**src/rtl/cpu_subset_pkg.sv**
```systemverilog
package cpu_subset_pkg;

   // Destination field of the byte-load opcodes (bits 5:3) selects a slot.
   localparam logic [2:0] RI_B = 3'd0;
   localparam logic [2:0] RI_C = 3'd1;
   localparam logic [2:0] RI_D = 3'd2;
   localparam logic [2:0] RI_E = 3'd3;
   localparam logic [2:0] RI_H = 3'd4;
   localparam logic [2:0] RI_L = 3'd5;
   localparam logic [2:0] RI_VOID = 3'd6;
   localparam logic [2:0] RI_A = 3'd7;

   localparam logic [7:0] OPC_LD_PAIR = 8'h21;
   localparam logic [7:0] OPC_CLR_A   = 8'hAF;
   localparam logic [7:0] OPC_ST_DEC  = 8'h32;
   localparam logic [7:0] OPC_DEC_B   = 8'h05;
   localparam logic [7:0] OPC_BR_NZ   = 8'h20;

   typedef enum logic [2:0] {
      OPK_LD8, OPK_LD16, OPK_CLRA, OPK_STD, OPK_DECB, OPK_BRNZ, OPK_BAD
   } op_kind_e;

   typedef enum logic [2:0] {
      PH_FETCH, PH_IMM8, PH_IMM_LO, PH_IMM_HI, PH_STORE, PH_BR_OFF, PH_BR_GO, PH_HALT
   } phase_e;

   typedef struct packed {
      op_kind_e   kind;
      logic [2:0] dst;
   } decode_t;

endpackage

```
**src/rtl/cpu_subset_decode.sv**
```systemverilog
module cpu_subset_decode
   import cpu_subset_pkg::*;
(
   input  logic [7:0] opcode,
   output decode_t    dec
);
   logic is_ld8;

   assign is_ld8 = (opcode[7:6] == 2'b00) && (opcode[2:0] == 3'b110)
                   && (opcode[5:3] != RI_VOID);

   always_comb begin
      dec.dst = opcode[5:3];
      if (is_ld8)                     dec.kind = OPK_LD8;
      else if (opcode == OPC_LD_PAIR) dec.kind = OPK_LD16;
      else if (opcode == OPC_CLR_A)   dec.kind = OPK_CLRA;
      else if (opcode == OPC_ST_DEC)  dec.kind = OPK_STD;
      else if (opcode == OPC_DEC_B)   dec.kind = OPK_DECB;
      else if (opcode == OPC_BR_NZ)   dec.kind = OPK_BRNZ;
      else                            dec.kind = OPK_BAD;
   end
endmodule

```
**src/rtl/cpu_subset_regfile.sv**
```systemverilog
module cpu_subset_regfile #(
   parameter int DATA_W    = 8,
   parameter int SLOTS     = 8,
   parameter int VOID_SLOT = 6,
   parameter int HI_SLOT   = 4,
   parameter int LO_SLOT   = 5
) (
   input  logic                           clk,
   input  logic                           rst,
   input  logic                           wr_en,
   input  logic [$clog2(SLOTS)-1:0]       wr_idx,
   input  logic [DATA_W-1:0]              wr_data,
   input  logic                           pair_en,
   input  logic [2*DATA_W-1:0]            pair_data,
   output logic [SLOTS-1:0][DATA_W-1:0]   q
);
   localparam int IDX_W = $clog2(SLOTS);

   if (SLOTS < 2 || HI_SLOT >= SLOTS || LO_SLOT >= SLOTS) begin : g_bad_slots
      $error("cpu_subset_regfile: slot parameters out of range");
   end

   for (genvar i = 0; i < SLOTS; i++) begin : g_slot
      if (i == VOID_SLOT) begin : g_void
         assign q[i] = '0;
      end else begin : g_reg
         logic [DATA_W-1:0] slot_q;
         always_ff @(posedge clk) begin
            if (rst) begin
               slot_q <= '0;
            end else if (pair_en && i == HI_SLOT) begin
               slot_q <= pair_data[2*DATA_W-1:DATA_W];
            end else if (pair_en && i == LO_SLOT) begin
               slot_q <= pair_data[DATA_W-1:0];
            end else if (wr_en && wr_idx == IDX_W'(i)) begin
               slot_q <= wr_data;
            end
         end
         assign q[i] = slot_q;
      end
   end
endmodule

```
**src/rtl/cpu_subset_core.sv**
```systemverilog
module cpu_subset_core
   import cpu_subset_pkg::*;
#(
   parameter int          DATA_W   = 8,
   parameter int          ADDR_W   = 16,
   parameter logic [15:0] RESET_PC = 16'h0100
) (
   input  logic              clk,
   input  logic              rst,
   output logic [ADDR_W-1:0] mem_addr,
   output logic [DATA_W-1:0] mem_wdata,
   output logic              mem_we,
   input  logic [DATA_W-1:0] mem_rdata,
   output logic              instr_done,
   output logic [1:0]        instr_mcycles,
   output logic              illegal_op,
   output logic [ADDR_W-1:0] pc_out,
   output logic              zero_flag,
   output logic [DATA_W-1:0] reg_a,
   output logic [DATA_W-1:0] reg_b,
   output logic [DATA_W-1:0] reg_c,
   output logic [DATA_W-1:0] reg_d,
   output logic [DATA_W-1:0] reg_e,
   output logic [DATA_W-1:0] reg_h,
   output logic [DATA_W-1:0] reg_l
);
   localparam int SLOTS  = 8;
   localparam int MCYC_W = 2;
   localparam logic [DATA_W-1:0] ONE_D = DATA_W'(1);
   localparam logic [ADDR_W-1:0] ONE_A = ADDR_W'(1);

   if (DATA_W != 8) begin : g_bad_dw
      $error("cpu_subset_core: DATA_W must be 8");
   end
   if (ADDR_W != 2 * DATA_W) begin : g_bad_aw
      $error("cpu_subset_core: ADDR_W must equal twice DATA_W");
   end

   phase_e              st_q, st_n;
   logic [ADDR_W-1:0]   pc_q, pc_n;
   logic                z_q, z_n;
   logic [2:0]          dst_q, dst_n;
   logic [DATA_W-1:0]   off_q, off_n;
   logic [MCYC_W-1:0]   cnt_q, cnt_cur;
   logic                done_q, fin;
   logic [MCYC_W-1:0]   mcyc_q;
   logic                ill_q, ill_set;

   logic                rf_we, pair_we;
   logic [2:0]          rf_idx;
   logic [DATA_W-1:0]   rf_wd, b_dec;
   logic [ADDR_W-1:0]   hl, pair_wd;
   logic [SLOTS-1:0][DATA_W-1:0] rf_q;
   decode_t             dec;

   cpu_subset_decode u_dec (.opcode(mem_rdata), .dec(dec));

   cpu_subset_regfile #(
      .DATA_W(DATA_W), .SLOTS(SLOTS), .VOID_SLOT(int'(RI_VOID)),
      .HI_SLOT(int'(RI_H)), .LO_SLOT(int'(RI_L))
   ) u_rf (
      .clk(clk), .rst(rst), .wr_en(rf_we), .wr_idx(rf_idx), .wr_data(rf_wd),
      .pair_en(pair_we), .pair_data(pair_wd), .q(rf_q)
   );

   assign hl    = {rf_q[RI_H], rf_q[RI_L]};
   assign b_dec = rf_q[RI_B] - ONE_D;
   assign cnt_cur = (st_q == PH_FETCH) ? MCYC_W'(1) : cnt_q + MCYC_W'(1);

   always_comb begin
      st_n = st_q;  pc_n = pc_q;  z_n = z_q;  dst_n = dst_q;  off_n = off_q;
      rf_we = 1'b0; rf_idx = dst_q; rf_wd = mem_rdata;
      pair_we = 1'b0; pair_wd = hl - ONE_A;
      mem_addr = pc_q; mem_we = 1'b0; fin = 1'b0; ill_set = 1'b0;
      case (st_q)
         PH_FETCH: begin
            pc_n  = pc_q + ONE_A;
            dst_n = dec.dst;
            case (dec.kind)
               OPK_LD8:  st_n = PH_IMM8;
               OPK_LD16: st_n = PH_IMM_LO;
               OPK_STD:  st_n = PH_STORE;
               OPK_BRNZ: st_n = PH_BR_OFF;
               OPK_CLRA: begin
                  rf_we = 1'b1; rf_idx = RI_A; rf_wd = '0; z_n = 1'b1; fin = 1'b1;
               end
               OPK_DECB: begin
                  rf_we = 1'b1; rf_idx = RI_B; rf_wd = b_dec;
                  z_n = (b_dec == '0); fin = 1'b1;
               end
               default: begin
                  pc_n = pc_q; ill_set = 1'b1; st_n = PH_HALT;
               end
            endcase
         end
         PH_IMM8: begin
            rf_we = 1'b1; pc_n = pc_q + ONE_A; fin = 1'b1; st_n = PH_FETCH;
         end
         PH_IMM_LO: begin
            rf_we = 1'b1; rf_idx = RI_L; pc_n = pc_q + ONE_A; st_n = PH_IMM_HI;
         end
         PH_IMM_HI: begin
            rf_we = 1'b1; rf_idx = RI_H; pc_n = pc_q + ONE_A; fin = 1'b1; st_n = PH_FETCH;
         end
         PH_STORE: begin
            mem_addr = hl; mem_we = 1'b1; pair_we = 1'b1; fin = 1'b1; st_n = PH_FETCH;
         end
         PH_BR_OFF: begin
            pc_n = pc_q + ONE_A; off_n = mem_rdata;
            if (z_q) begin
               fin = 1'b1; st_n = PH_FETCH;
            end else begin
               st_n = PH_BR_GO;
            end
         end
         PH_BR_GO: begin
            pc_n = pc_q + {{(ADDR_W-DATA_W){off_q[DATA_W-1]}}, off_q};
            fin = 1'b1; st_n = PH_FETCH;
         end
         default: st_n = PH_HALT;
      endcase
   end

   always_ff @(posedge clk) begin
      if (rst) begin
         st_q <= PH_FETCH;  pc_q <= ADDR_W'(RESET_PC);  z_q <= 1'b0;
         dst_q <= '0;  off_q <= '0;  cnt_q <= '0;
         done_q <= 1'b0;  mcyc_q <= '0;  ill_q <= 1'b0;
      end else begin
         st_q <= st_n;  pc_q <= pc_n;  z_q <= z_n;
         dst_q <= dst_n;  off_q <= off_n;  cnt_q <= cnt_cur;
         done_q <= fin;
         if (fin) mcyc_q <= cnt_cur;
         ill_q <= ill_q | ill_set;
      end
   end

   assign mem_wdata     = rf_q[RI_A];
   assign instr_done    = done_q;
   assign instr_mcycles = mcyc_q;
   assign illegal_op    = ill_q;
   assign pc_out        = pc_q;
   assign zero_flag     = z_q;
   assign reg_a = rf_q[RI_A];
   assign reg_b = rf_q[RI_B];
   assign reg_c = rf_q[RI_C];
   assign reg_d = rf_q[RI_D];
   assign reg_e = rf_q[RI_E];
   assign reg_h = rf_q[RI_H];
   assign reg_l = rf_q[RI_L];
endmodule


```
**config.mk**
```make
export PLATFORM = sky130hd
export DESIGN_NAME = cpu_subset_core
export DESIGN_NICKNAME = d
export VERILOG_FILES = /design/src/rtl/cpu_subset_pkg.sv /design/src/rtl/cpu_subset_decode.sv /design/src/rtl/cpu_subset_regfile.sv /design/src/rtl/cpu_subset_core.sv
export SDC_FILE = /design/constraint.sdc
export NUM_CORES = 1
export LEC_CHECK = 0
export BUFFER_PORTS_ARGS = -buffer_cell sky130_fd_sc_hd__buf_2
export CAP_MARGIN = 20
export CORE_MARGIN = 1.5
export CORE_UTILIZATION = 40
export CTS_BUF_LIST = sky130_fd_sc_hd__clkbuf_2 sky130_fd_sc_hd__clkbuf_4 sky130_fd_sc_hd__clkbuf_8
export CTS_CLUSTER_DIAMETER = 30
export DETAILED_ROUTE_END_ITERATION = 16
export HOLD_SLACK_MARGIN = 0.1
export PLACE_DENSITY = 0.62
export SLEW_MARGIN = 30
export SYNTH_ARGS = -nofsm -noshare
export SYNTH_HDL_FRONTEND = slang
export SYNTH_SLANG_ARGS = --single-unit
```
**constraint.sdc**
```tcl
create_clock -name clk -period 4.1 [get_ports clk]
set_input_delay 0.82 -clock clk [delete_from_list [all_inputs] [get_ports clk]]
set_output_delay 0.82 -clock clk [all_outputs]
set_load 0.02 [all_outputs]
```
==> metrics.md, run 1 <==
| Metric | Value |
|---|---|
| Status | `finished clean` |
| Row Count | `41` |
| Hold Fails Final Rpt | `0` |
| Initial antenna violation count | `0` |
| Drt drc | `0` |
| WP data arrival | `2.49 ns` |
| CP max FO | `15` |
| FF-to-FF setup slack | `0.92 ns` |
| Worst Max-Slew Pin Slew | `0.982 ns` |
| Largest area contributor in the netlist | `dfxtp_1` |
| Fill cells | `1,216` |
| MaxCap Viol Count | `0` |
| Yosys cell types | `67` |
| Port bufs | `111` |
| Setup Fix Bufs, Post-CTS | `0` |
| Flops & latches, synth | `93` |
| Initial Util | `0.407` |
| Commonest cells in the netlist | `nor2_1, dfxtp_1, nand2_1` |
| Crit-path cells | `nor2_1 > and2_1 > buf_4 > mux2_2 > buf_2` |
| Setup ws final | `0.794 ns` |
| Number of synthesized flops with an enable pin | `0` |
| CP peak stage delay | `0.54 ns` |
| Largest net degree at the start of global routing | `46` |
| Clk pwr share | `0.268` |
| Final Max Tran Viols | `0` |
| P_int | `1.66 mW` |
| Hold Path Class | `register to register` |
| Worst-path clk slew | `0.09 ns` |
| Clk buf depth | `2` |
| Post-route ant nets | `0` |
| Crit-path slowest cell | `and2_1` |
| Main synth FF type | `dfxtp_1` |
| HP Start | `instr_mcycles[1]` |
| Setup WS pre-CTS | `0.932 ns` |
| Fmax | `302 MHz` |
| Inserted Diodes | `0` |
| Sequential share of power | `0.423` |
| DIE AREA | `0.0135 sq mm` |
| Setup CP Type | `register to output pin` |
| CTS root buf | `clkbuf_8` |
| Worst reg2reg startpoint | `st_q[0]` |
| Die X | `116 um` |
| Clock Skew | `0.0160 ns` |
| Synthesized instance count | `591` |
| Final Wtd Congestion | `0.892` |
| Asr flop ratio synth | `0` |
| Lkg Pwr | `2.71 nW` |
| Fin nets | `715` |
| Tmin final | `3.31 ns` |
| Worst IR Drop VDD | `0.000280 V` |
| CTS tree | `built` |
| Rel. slew slack | `0.345` |
| WL/cell | `16.6 um` |
| PD cells | `438 mW/mm^2` |
| Sequential element share of the synthesized area | `0.364` |
| H-Tree Level Count | `3` |
| Critical Path RT | `3.28 ns` |
| Switching power | `963 uW` |
| Top post-synthesis cells by area | `dfxtp_1, nor2_1, mux2i_1` |
| First DRT Iteration DRCs | `302` |
| CTS resizes | `0` |
| CTS Sinks | `93` |
| Final period util | `0.806` |
| Syn Nets | `620` |
| RSZ-0062 raised after global routing | `no` |
| Vias in the first global route | `4,387` |
| Worst setup path start | `st_q[0]` |
| Drt first pass iters | `5` |
| Hold-fix buffers, CTS | `0` |
| Overall routed net length | `14,300 um` |
| Yosys warns | `0` |
| Syn Area/Cell | `8.65 sq um` |
| Fin Setup TNS | `0 ns` |
| Yosys top cell area share | `0.364` |
| Die Ht | `116 um` |
| Grt total ovfl | `0` |
| Gr usage total | `0.221` |
| Core area | `0.0126 sq mm` |
| Startpoint Class | `register` |
| Switching share of power | `0.368` |
| Post-Synthesis Cell Area | `0.00511 sq mm` |
| First-pass GRT wire length | `22,800 um` |
| Via count | `4,651` |
| Final HPWL DP | `10,600 um` |
| Worst skew pair latency | `0.38 ns` |
| Share of cells above drive strength 1 | `0.243` |
| Most frequent cell after synthesis | `nor2_1` |
| CTS Buf Count | `9` |
| Combinational power share | `0.309` |
| DR vias/cell | `5.40` |
| Worst Setup End Kind | `output pin` |
| Final setup vio count | `0` |
| I/O pins | `112` |
| Area growth from synthesis to layout | `16.9%` |
==> final timing paths <==
path | end | cells past startpoint
hold / removal | instr_mcycles[1] | 1
setup / recovery | mem_addr[13] | 5
setup reg to reg | pc_out[15] | 11
hold reg to reg | instr_mcycles[1] | 1
==> cell families after synthesis <==
kind of cell,after synthesis,synth area share
and+or+nand+nor,230,0.217
buffers and inverters,50,0.0489
xor gates and xnor gates,26,0.0445
AOI/OAI and AO/OA,120,0.170
muxes,53,0.108
DFF,93,0.364
adders and majority gates,19,0.0480
==> layout by cell type, fill, tap and decap left out, types with 3 or more instances in the layout <==
cell type / n
mux2_2: 16
nand3_1: 14
ha_1: 18
clkbuf_8: 10
nor3b_2: 3
a21oi_1: 37
o21a_1: 4
a21o_1: 3
mux2i_1: 37
nor3_1: 20
or3_1: 6
or4_1: 5
nand2_1: 41
xnor2_1: 15
o2bb2ai_1: 3
nand2b_1: 4
nor2_1: 101
inv_1: 14
and2_1: 8
buf_4: 9
buf_2: 111
dfxtp_1: 93
o21bai_1: 5
a211oi_1: 24
xor2_1: 11
nand3b_1: 3
nor4_1: 5
a31oi_1: 5
nor2b_1: 5
o21ai_0: 10
==> worst max-delay path, delay by kind of cell, from the launching register on <==
family,cells,cell delay (ns)
buffers and inverters,2,0.47
DFF,1,0.46
muxes,1,0.36
and+or+nand+nor,2,0.80
==> stage by stage <==
stage,std cells,hold WS [ns],area (sq um),total power [mW],utilization
5_1_grt,862,0.509,5980,2.77,0.476
4_1_cts,862,0.491,5980,2.64,0.476
6_report,862,0.488,5980,2.62,0.476
2_1_floorplan,591,0.446,5110,1.70,-
3_5_place_dp,847,0.474,5760,1.93,0.458
3_3_place_gp,847,0.457,5760,1.92,0.458
==> sequential cells by signal, summed over array words and instances (netlist names) <==
register	cells
off_q	8
pc_out	16
illegal_op	1
st_q	3
instr_done	1
zero_flag	1
u_rf.g_slot.g_reg.slot_q	56
dst_q	3
instr_mcycles	2
cnt_q	2
==> cell type report <==
class | instances | area [sq um] | area share
multi-input cells | 448 | 3010 | 0.503
flip-flops and latches | 93 | 1860 | 0.311
repair buffers | 120 | 623 | 0.104
well taps | 172 | 215 | 0.0360
clock buffers | 10 | 138 | 0.0230
clock inverters | 5 | 82.6 | 0.0138
inverters | 14 | 52.6 | 0.00879
==> per-layer routing <==
metal / global-route usage / part of all wire / wire length [um] / vias up
li1: - / - / - / 2285
met1: 0.283 / 0.45 / 6450 / 2169
met2: 0.354 / 0.46 / 6590 / 168
met3: 0.0581 / 0.061 / 869 / 29
met4: 0.0951 / 0.028 / 397 / 0
met5: 0 / 0 / 0 / -
==> power by group through the flow <==
stage	logic, mW	registers (mW)	clock network [mW]
4_1_cts	0.811	1.11	0.718
6_report	0.810	1.11	0.701
3_3_place_gp	0.799	1.12	0
5_1_grt	0.892	1.12	0.758
3_5_place_dp	0.806	1.13	0
2_1_floorplan	0.514	1.18	0
No activity file was read; power rests on OpenSTA's default activity.
==> run 2, diff against run 1 <==
--- a/config.mk
+++ b/config.mk
@@ -13,7 +13,7 @@
 export CTS_CLUSTER_DIAMETER = 30
 export DETAILED_ROUTE_END_ITERATION = 16
 export HOLD_SLACK_MARGIN = 0.1
-export PLACE_DENSITY = 0.62
+export PLACE_DENSITY = 0.64
 export SLEW_MARGIN = 30
 export SYNTH_ARGS = -nofsm -noshare
 export SYNTH_HDL_FRONTEND = slang
==> constraint.sdc (replaced) <==
create_clock -name clk -period 2.9 [get_ports clk]
set_input_delay 0.58 -clock clk [delete_from_list [all_inputs] [get_ports clk]]
set_output_delay 0.58 -clock clk [all_outputs]
set_load 0.02 [all_outputs]
==> run 2 against run 1 <==
Global-route usage up 0.20 points. Total power is 43% higher. Worst hold slack worse by 0.012 ns. Non-clock buffer count grew 12. Die area unchanged. Count of clock-buffer cells in the layout unchanged. Combinational power increased by 47%. First-iteration DRC count shrank 32%. Wire length is 1.9% higher. Register-to-register slack lost 0.79 ns. Design area rose by 2.5%. Critical path depth up 7.
==> metrics.md, run 2 (synthesis gave the netlist of run 1 again) <==
| Metric | Value |
|---|---|
| Status | `finished clean` |
| Setup Fix Bufs, Post-CTS | `0 (unchanged)` |
| Crit path max-delay family | `simple AND/OR/NAND/NOR gates` |
| Vias in the first global route | `4,462 (+1.7%)` |
| Startpoint Class | `register` |
| CTS tree | `built` |
| CTS root buf | `clkbuf_8` |
| PD cells | `612 mW/mm^2 (+40%)` |
| Placed cell count | `859 (+1.4%)` |
| Post-DP Area | `0.00589 sq mm (+2.2%)` |
| Row Count | `41 (unchanged)` |
| Grt total ovfl | `0 (unchanged)` |
| Fmax | `361 MHz` |
| Final setup vio count | `0 (unchanged)` |
| Via count | `4,674 (+0.49%)` |
| Hold-fix buffers, CTS | `0 (unchanged)` |
| Port bufs | `111 (unchanged)` |
| Max reg flops | `56 (unchanged)` |
| Final HPWL DP | `10,700 um (+1.0%)` |
| Fin nets | `727 (+1.7%)` |
| Critical Path RT | `3.21 ns (-0.07 ns)` |
| Rel. slew slack | `0.310 (-0.0349)` |
| Post-route ant nets | `0 (unchanged)` |
| Global routing usage on met1 | `0.283 (+0.000792)` |
| Area growth from synthesis to layout | `19.9%` |
| Post-Layout Cell Count | `875 (+1.5%)` |
| Biggest register | `u_rf.g_slot.g_reg.slot_q` |
| Tmin final | `2.77 ns` |
| Post-route cell area | `0.00613 sq mm (+2.5%)` |
| Core area | `0.0126 sq mm (unchanged)` |
| First DRT Iteration DRCs | `206 (-32%)` |
| Grt met2 use | `0.373 (+0.0196)` |
| Most common cell after layout, fill and taps aside | `buf_2` |
| H-Tree Level Count | `3 (unchanged)` |
| Worst-path clk slew | `0.09 ns (about the same)` |
| DIE AREA | `0.0135 sq mm (unchanged)` |
| CP peak stage delay | `0.45 ns (-0.09 ns)` |
| Final period util | `0.955` |
| Commonest non-fill, non-tap cells in the layout | `buf_2, nor2_1, dfxtp_1, nand2_1` |
| Largest net degree at the start of global routing | `76 (+65%)` |
| Crit-path slowest cell | `or4_1` |
| Die X | `116 um (unchanged)` |
| Worst IR Drop VDD | `0.000329 V (+17%)` |
| CP max FO | `3 (-12)` |
| WL/cell | `16.7 um (+0.43%)` |
| Gr usage total | `0.223 (+0.00199)` |
| Initial Util | `0.407 (unchanged)` |
| Worst skew pair latency | `0.38 ns (about the same)` |
| Lkg Pwr | `2.77 nW (+2.4%)` |
| CTS Buf Count | `9 (unchanged)` |
| Overall routed net length | `14,600 um (+1.9%)` |
| WP data arrival | `3.08 ns (+0.59 ns)` |
| Clock Skew | `0.0148 ns (-0.00121 ns)` |
| First-pass GRT wire length | `23,000 um (+1.0%)` |
| Critical path buffers and inverters | `1 (-1)` |
| I/O pins | `112 (unchanged)` |
| Inserted Diodes | `0 (unchanged)` |
| Setup CP Type | `register to register` |
| Crit-path cells | `nand2_1 > or3_1 > ha_1 > inv_1 > fa_1 > nor2b_1 > or4_1 > nor4b_1 > o311ai_1 > and3_1 > o21ai_1 > a21oi_1` |
| Drt first pass iters | `5 (unchanged)` |
| Overall power | `3.75 mW (+43%)` |
| Hold Fails Final Rpt | `0 (unchanged)` |
| MaxCap Viol Count | `0 (unchanged)` |
| Top Usage Layer GRT | `met2` |
| Met3 GRT Util | `0.0413 (-0.0167)` |
| Worst Setup End Kind | `register` |
| Final Max Tran Viols | `0 (unchanged)` |
| RSZ-0062 raised after global routing | `yes` |
| Hold Path Class | `register to register` |
| Worst Max-Slew Pin Slew | `1.03 ns (+0.0524 ns)` |
| CTS Sinks | `93 (unchanged)` |
| Final Wtd Congestion | `0.914 (+2.5%)` |
| Final design utilization | `0.488 (+0.0119)` |
| Clk buf depth | `2 (unchanged)` |
| Drt drc | `0 (unchanged)` |
| Initial antenna violation count | `0 (unchanged)` |
| Hold_ws | `0.475 ns (-0.0123 ns)` |
| Die Ht | `116 um (unchanged)` |
| DR vias/cell | `5.34 (-1.0%)` |
| Share of cells above drive strength 1 | `0.263 (+0.0197)` |
run 2: tightest hold or removal path: stages (launching register included):
cell and delay [ns]:
dfxtp_1 0.33, a41oi_1 0.04, nor2_1 0.07
run 2: per-layer routing:
| layer | vias to the layer above | wire length [um] |
|---|---|---|
| met1 | 2215 | 6760 |
| met4 | 0 | 349 |
| met2 | 119 | 6780 |
| met5 | - | 0 |
| met3 | 27 | 691 |
| li1 | 2313 | - |
run 2: layout make-up:
class                      instances  area [sq um]
clock inverter                     6          92.6
clock buffer                      10           131
timing repair buffer             132           751
multi-input combinational        448          3030
sequential                        93          1860
inverter                          14          52.6
tap                              172           215
fill                            1236          6440
run 2: worst paths after layout:
| check | slack, ns | to | startpoint | cells after the start |
|---|---|---|---|---|
| setup / recovery | 0.13 | pc_out[14] | st_q[1] | 12 |
| hold / removal | 0.48 | illegal_op | illegal_op | 2 |
| setup reg to reg | 0.13 | pc_out[14] | st_q[1] | 12 |
| hold reg to reg | 0.48 | illegal_op | illegal_op | 2 |
run 2: repair_timing:
item | 4_1_cts | 5_1_grt
resized for setup | 0 | 5
setup endpoints to repair | 0 | 6
endpoints found under the hold margin | 0 | 0
run 2: report_power, final:
group / switching, mW / internal [mW] / leakage [nW] / total [mW]
registers: 0.158 / 1.40 / 0.756 / 1.56
clock network: 0.495 / 0.501 / 0.107 / 0.997
logic: 0.733 / 0.461 / 1.91 / 1.19
total: 1.39 / 2.37 / 2.77 / 3.75
run 2: through the flow:
| step | worst slack, ns | setup TNS, ns |
|---|---|---|
| floorplan | 0.0635 | 0 |
| global placement | 0.116 | 0 |
| detailed placement | 0.0390 | 0 |
| CTS | 0.0203 | 0 |
| global route | -0.0512 | -0.0909 |
| finish | 0.131 | 0 |
==> run 3, diff against run 2 <==
--- a/config.mk
+++ b/config.mk
@@ -13,7 +13,7 @@
 export CTS_CLUSTER_DIAMETER = 30
 export DETAILED_ROUTE_END_ITERATION = 16
 export HOLD_SLACK_MARGIN = 0.1
-export PLACE_DENSITY = 0.64
+export PLACE_DENSITY = 0.62
 export SLEW_MARGIN = 30
 export SYNTH_ARGS = -nofsm -noshare
 export SYNTH_HDL_FRONTEND = slang
==> constraint.sdc (replaced) <==
create_clock -name clk -period 3.15 [get_ports clk]
set_input_delay 0.63 -clock clk [delete_from_list [all_inputs] [get_ports clk]]
set_output_delay 0.63 -clock clk [all_outputs]
set_load 0.02 [all_outputs]
==> run 3 against run 2 <==
Via count increased by 0.28%. Sequential power fell by 8%. Critical path type is now register to output pin. Final cell count fell by 0.46%.
==> metrics.md, run 3 (synthesis gave the netlist of run 1 again) <==
| Metric | Value |
|---|---|
| Status | `finished clean` |
| Clk buf depth | `2 (unchanged)` |
| Clock Skew | `0.0140 ns (-0.000783 ns)` |
| Max reg flops | `56 (unchanged)` |
| Drt drc | `0 (unchanged)` |
| Die Ht | `116 um (unchanged)` |
| Hold depth | `1 (-1)` |
| Fmax | `347 MHz` |
| Final HPWL DP | `10,800 um (+1.3%)` |
| First-pass GRT wire length | `23,100 um (+0.45%)` |
| Area growth from synthesis to layout | `17.4%` |
| Hold Path Class | `register to register` |
| Largest net degree at the start of global routing | `43 (-43%)` |
| Setup CP Type | `register to output pin` |
| Worst skew pair latency | `0.38 ns (about the same)` |
| Hold-fix buffers, CTS | `0 (unchanged)` |
| I/O pins | `112 (unchanged)` |
| Final Max Tran Viols | `0 (unchanged)` |
| Worst IR Drop VDD | `0.000325 V (-1.1%)` |
| Rel. slew slack | `0.418 (+0.108)` |
| Share of cells above drive strength 1 | `0.256 (-0.00708)` |
| Biggest register | `u_rf.g_slot.g_reg.slot_q` |
| Placed cell count | `855 (-0.47%)` |
| Post-route ant nets | `0 (unchanged)` |
| CTS Buf Count | `9 (unchanged)` |
| R2R depth | `12 (unchanged)` |
| Startpoint Class | `register` |
| Row Count | `41 (unchanged)` |
| Hold Fails Final Rpt | `0 (unchanged)` |
| H-Tree Level Count | `3 (unchanged)` |
| Inserted Diodes | `0 (unchanged)` |
| CP most frequent cell | `buf_4` |
| CP peak stage delay | `0.36 ns (-0.09 ns)` |
| Core area | `0.0126 sq mm (unchanged)` |
| Initial Util | `0.407 (unchanged)` |
| Worst Setup End Kind | `output pin` |
| Port bufs | `111 (unchanged)` |
| CTS tree | `built` |
| Worst-path clk slew | `0.10 ns (about the same)` |
| R2R Path End | `pc_out[14]` |
| Fin Setup TNS | `0 ns (unchanged)` |
| Fin nets | `723 (-0.55%)` |
| RSZ-0062 raised after global routing | `no` |
| Lkg Pwr | `2.72 nW (-1.9%)` |
| Commonest non-fill, non-tap cells in the layout | `buf_2, nor2_1, dfxtp_1, nand2_1` |
| DIE AREA | `0.0135 sq mm (unchanged)` |
| Die X | `116 um (unchanged)` |
| Crit path capture | `mem_addr[9]` |
| Worst setup path start | `st_q[0]` |
| Grt total ovfl | `0 (unchanged)` |
| DR vias/cell | `5.38 (+0.74%)` |
| First DRT Iteration DRCs | `315 (+53%)` |
| Levels on crit path | `6 (-6)` |
| Final setup vio count | `0 (unchanged)` |
| Drt first pass iters | `4 (-1)` |
| MaxCap Viol Count | `0 (unchanged)` |
| Via count | `4,687 (+0.28%)` |
| CTS Sinks | `93 (unchanged)` |
| Critical path buffers and inverters | `3 (+2)` |
| Tmin final | `2.88 ns` |
| Post-Layout Cell Count | `871 (-0.46%)` |
| Crit-path slowest cell | `mux2_2` |
| PD cells | `548 mW/mm^2 (-10%)` |
| WP data arrival | `2.25 ns (-0.83 ns)` |
| CP max FO | `16 (+13)` |
| Vias in the first global route | `4,354 (-2.4%)` |
| Worst Max-Slew Pin Slew | `0.873 ns (-0.161 ns)` |
| Critical Path RT | `2.52 ns (-0.69 ns)` |
| Final period util | `0.914` |
| Overall routed net length | `14,600 um (-0.15%)` |
| Worst reg2reg startpoint | `st_q[2]` |
| Initial antenna violation count | `0 (unchanged)` |
| WL/cell | `16.7 um (+0.31%)` |
| Crit-path cells | `buf_4 > nor2_1 > and2_1 > buf_4 > mux2_2 > buf_2` |
| Most common cell after layout, fill and taps aside | `buf_2` |
| CTS root buf | `clkbuf_8` |
| Final Wtd Congestion | `0.921 (+0.82%)` |
| Crit path max-delay family | `buffers and inverters` |
| Gr usage total | `0.225 (+0.00146)` |
| FF-to-FF setup slack | `0.29 ns (+0.16 ns)` |
[run 3: cell types whose count changed in the layout (fill, tap and decap cells not counted), sizes merged]
cell	change
buf	-4
bufinv	-2
clkbuf	-1
clkinv	+2
inv	+1
[run 3: final cells by class]
class / instances / area [sq um]
Multi-Input combinational cell: 448 / 3010
Clock inverter: 7 / 57.6
Tap cell: 172 / 215
Timing Repair Buffer: 128 / 683
Sequential cell: 93 / 1860
Inverter: 14 / 52.6
Clock buffer: 9 / 124
Fill cell: 1246 / 6570
[run 3: what timing repair did]
item | in CTS | in global routing
resized for setup | 0 | 2
setup buffers | 0 | 0
endpoints found under the setup margin | 0 | 1
[run 3: worst register-to-register path, delay by kind of cell, from the launching register on]
kind / cells / cell delay [ns]
flops: 1 / 0.36
buf+inv: 1 / 0.08
compound gates: 3 / 0.58
fa+ha+maj: 2 / 0.42
simple gates: 6 / 1.34
[run 3: worst min path at each step]
stage | startpoint | end | slack [ns]
floorplan | off_q[3] | off_q[3] | 0.45
global placement | illegal_op | illegal_op | 0.45
detailed placement | dst_q[2] | dst_q[2] | 0.48
CTS | dst_q[2] | dst_q[2] | 0.50
global route | pc_out[0] | pc_out[0] | 0.51
finish | instr_mcycles[1] | instr_mcycles[1] | 0.49
[run 3: through the flow]
| step | cell area, sq um | util | hold WS (ns) | setup WS, ns | power (mW) |
|---|---|---|---|---|---|
| CTS | 6000 | 0.477 | 0.497 | 0.282 | 3.30 |
| floorplan | 5110 | - | 0.446 | 0.172 | 2.21 |
| detailed placement | 5820 | 0.463 | 0.478 | 0.305 | 2.54 |
| finish | 6000 | 0.478 | 0.492 | 0.272 | 3.29 |
| global route | 6000 | 0.478 | 0.514 | 0.0424 | 3.47 |
| global placement | 5820 | 0.463 | 0.455 | 0.405 | 2.52 |
[run 3: report_power, final]
group	switching [mW]	total, mW	internal, mW
Combinational	0.670	1.08	0.407
Sequential	0.146	1.44	1.29
Clock	0.478	0.776	0.298
[run 3: metal layers]
layer  vias to the layer above  global-route usage  part of all wire
li1                       2297                   -                 -
met1                      2214               0.283              0.44
met2                       154               0.379              0.47
met3                        22              0.0413             0.060
met4                         0              0.0911             0.023
met5                         -                   0                 0
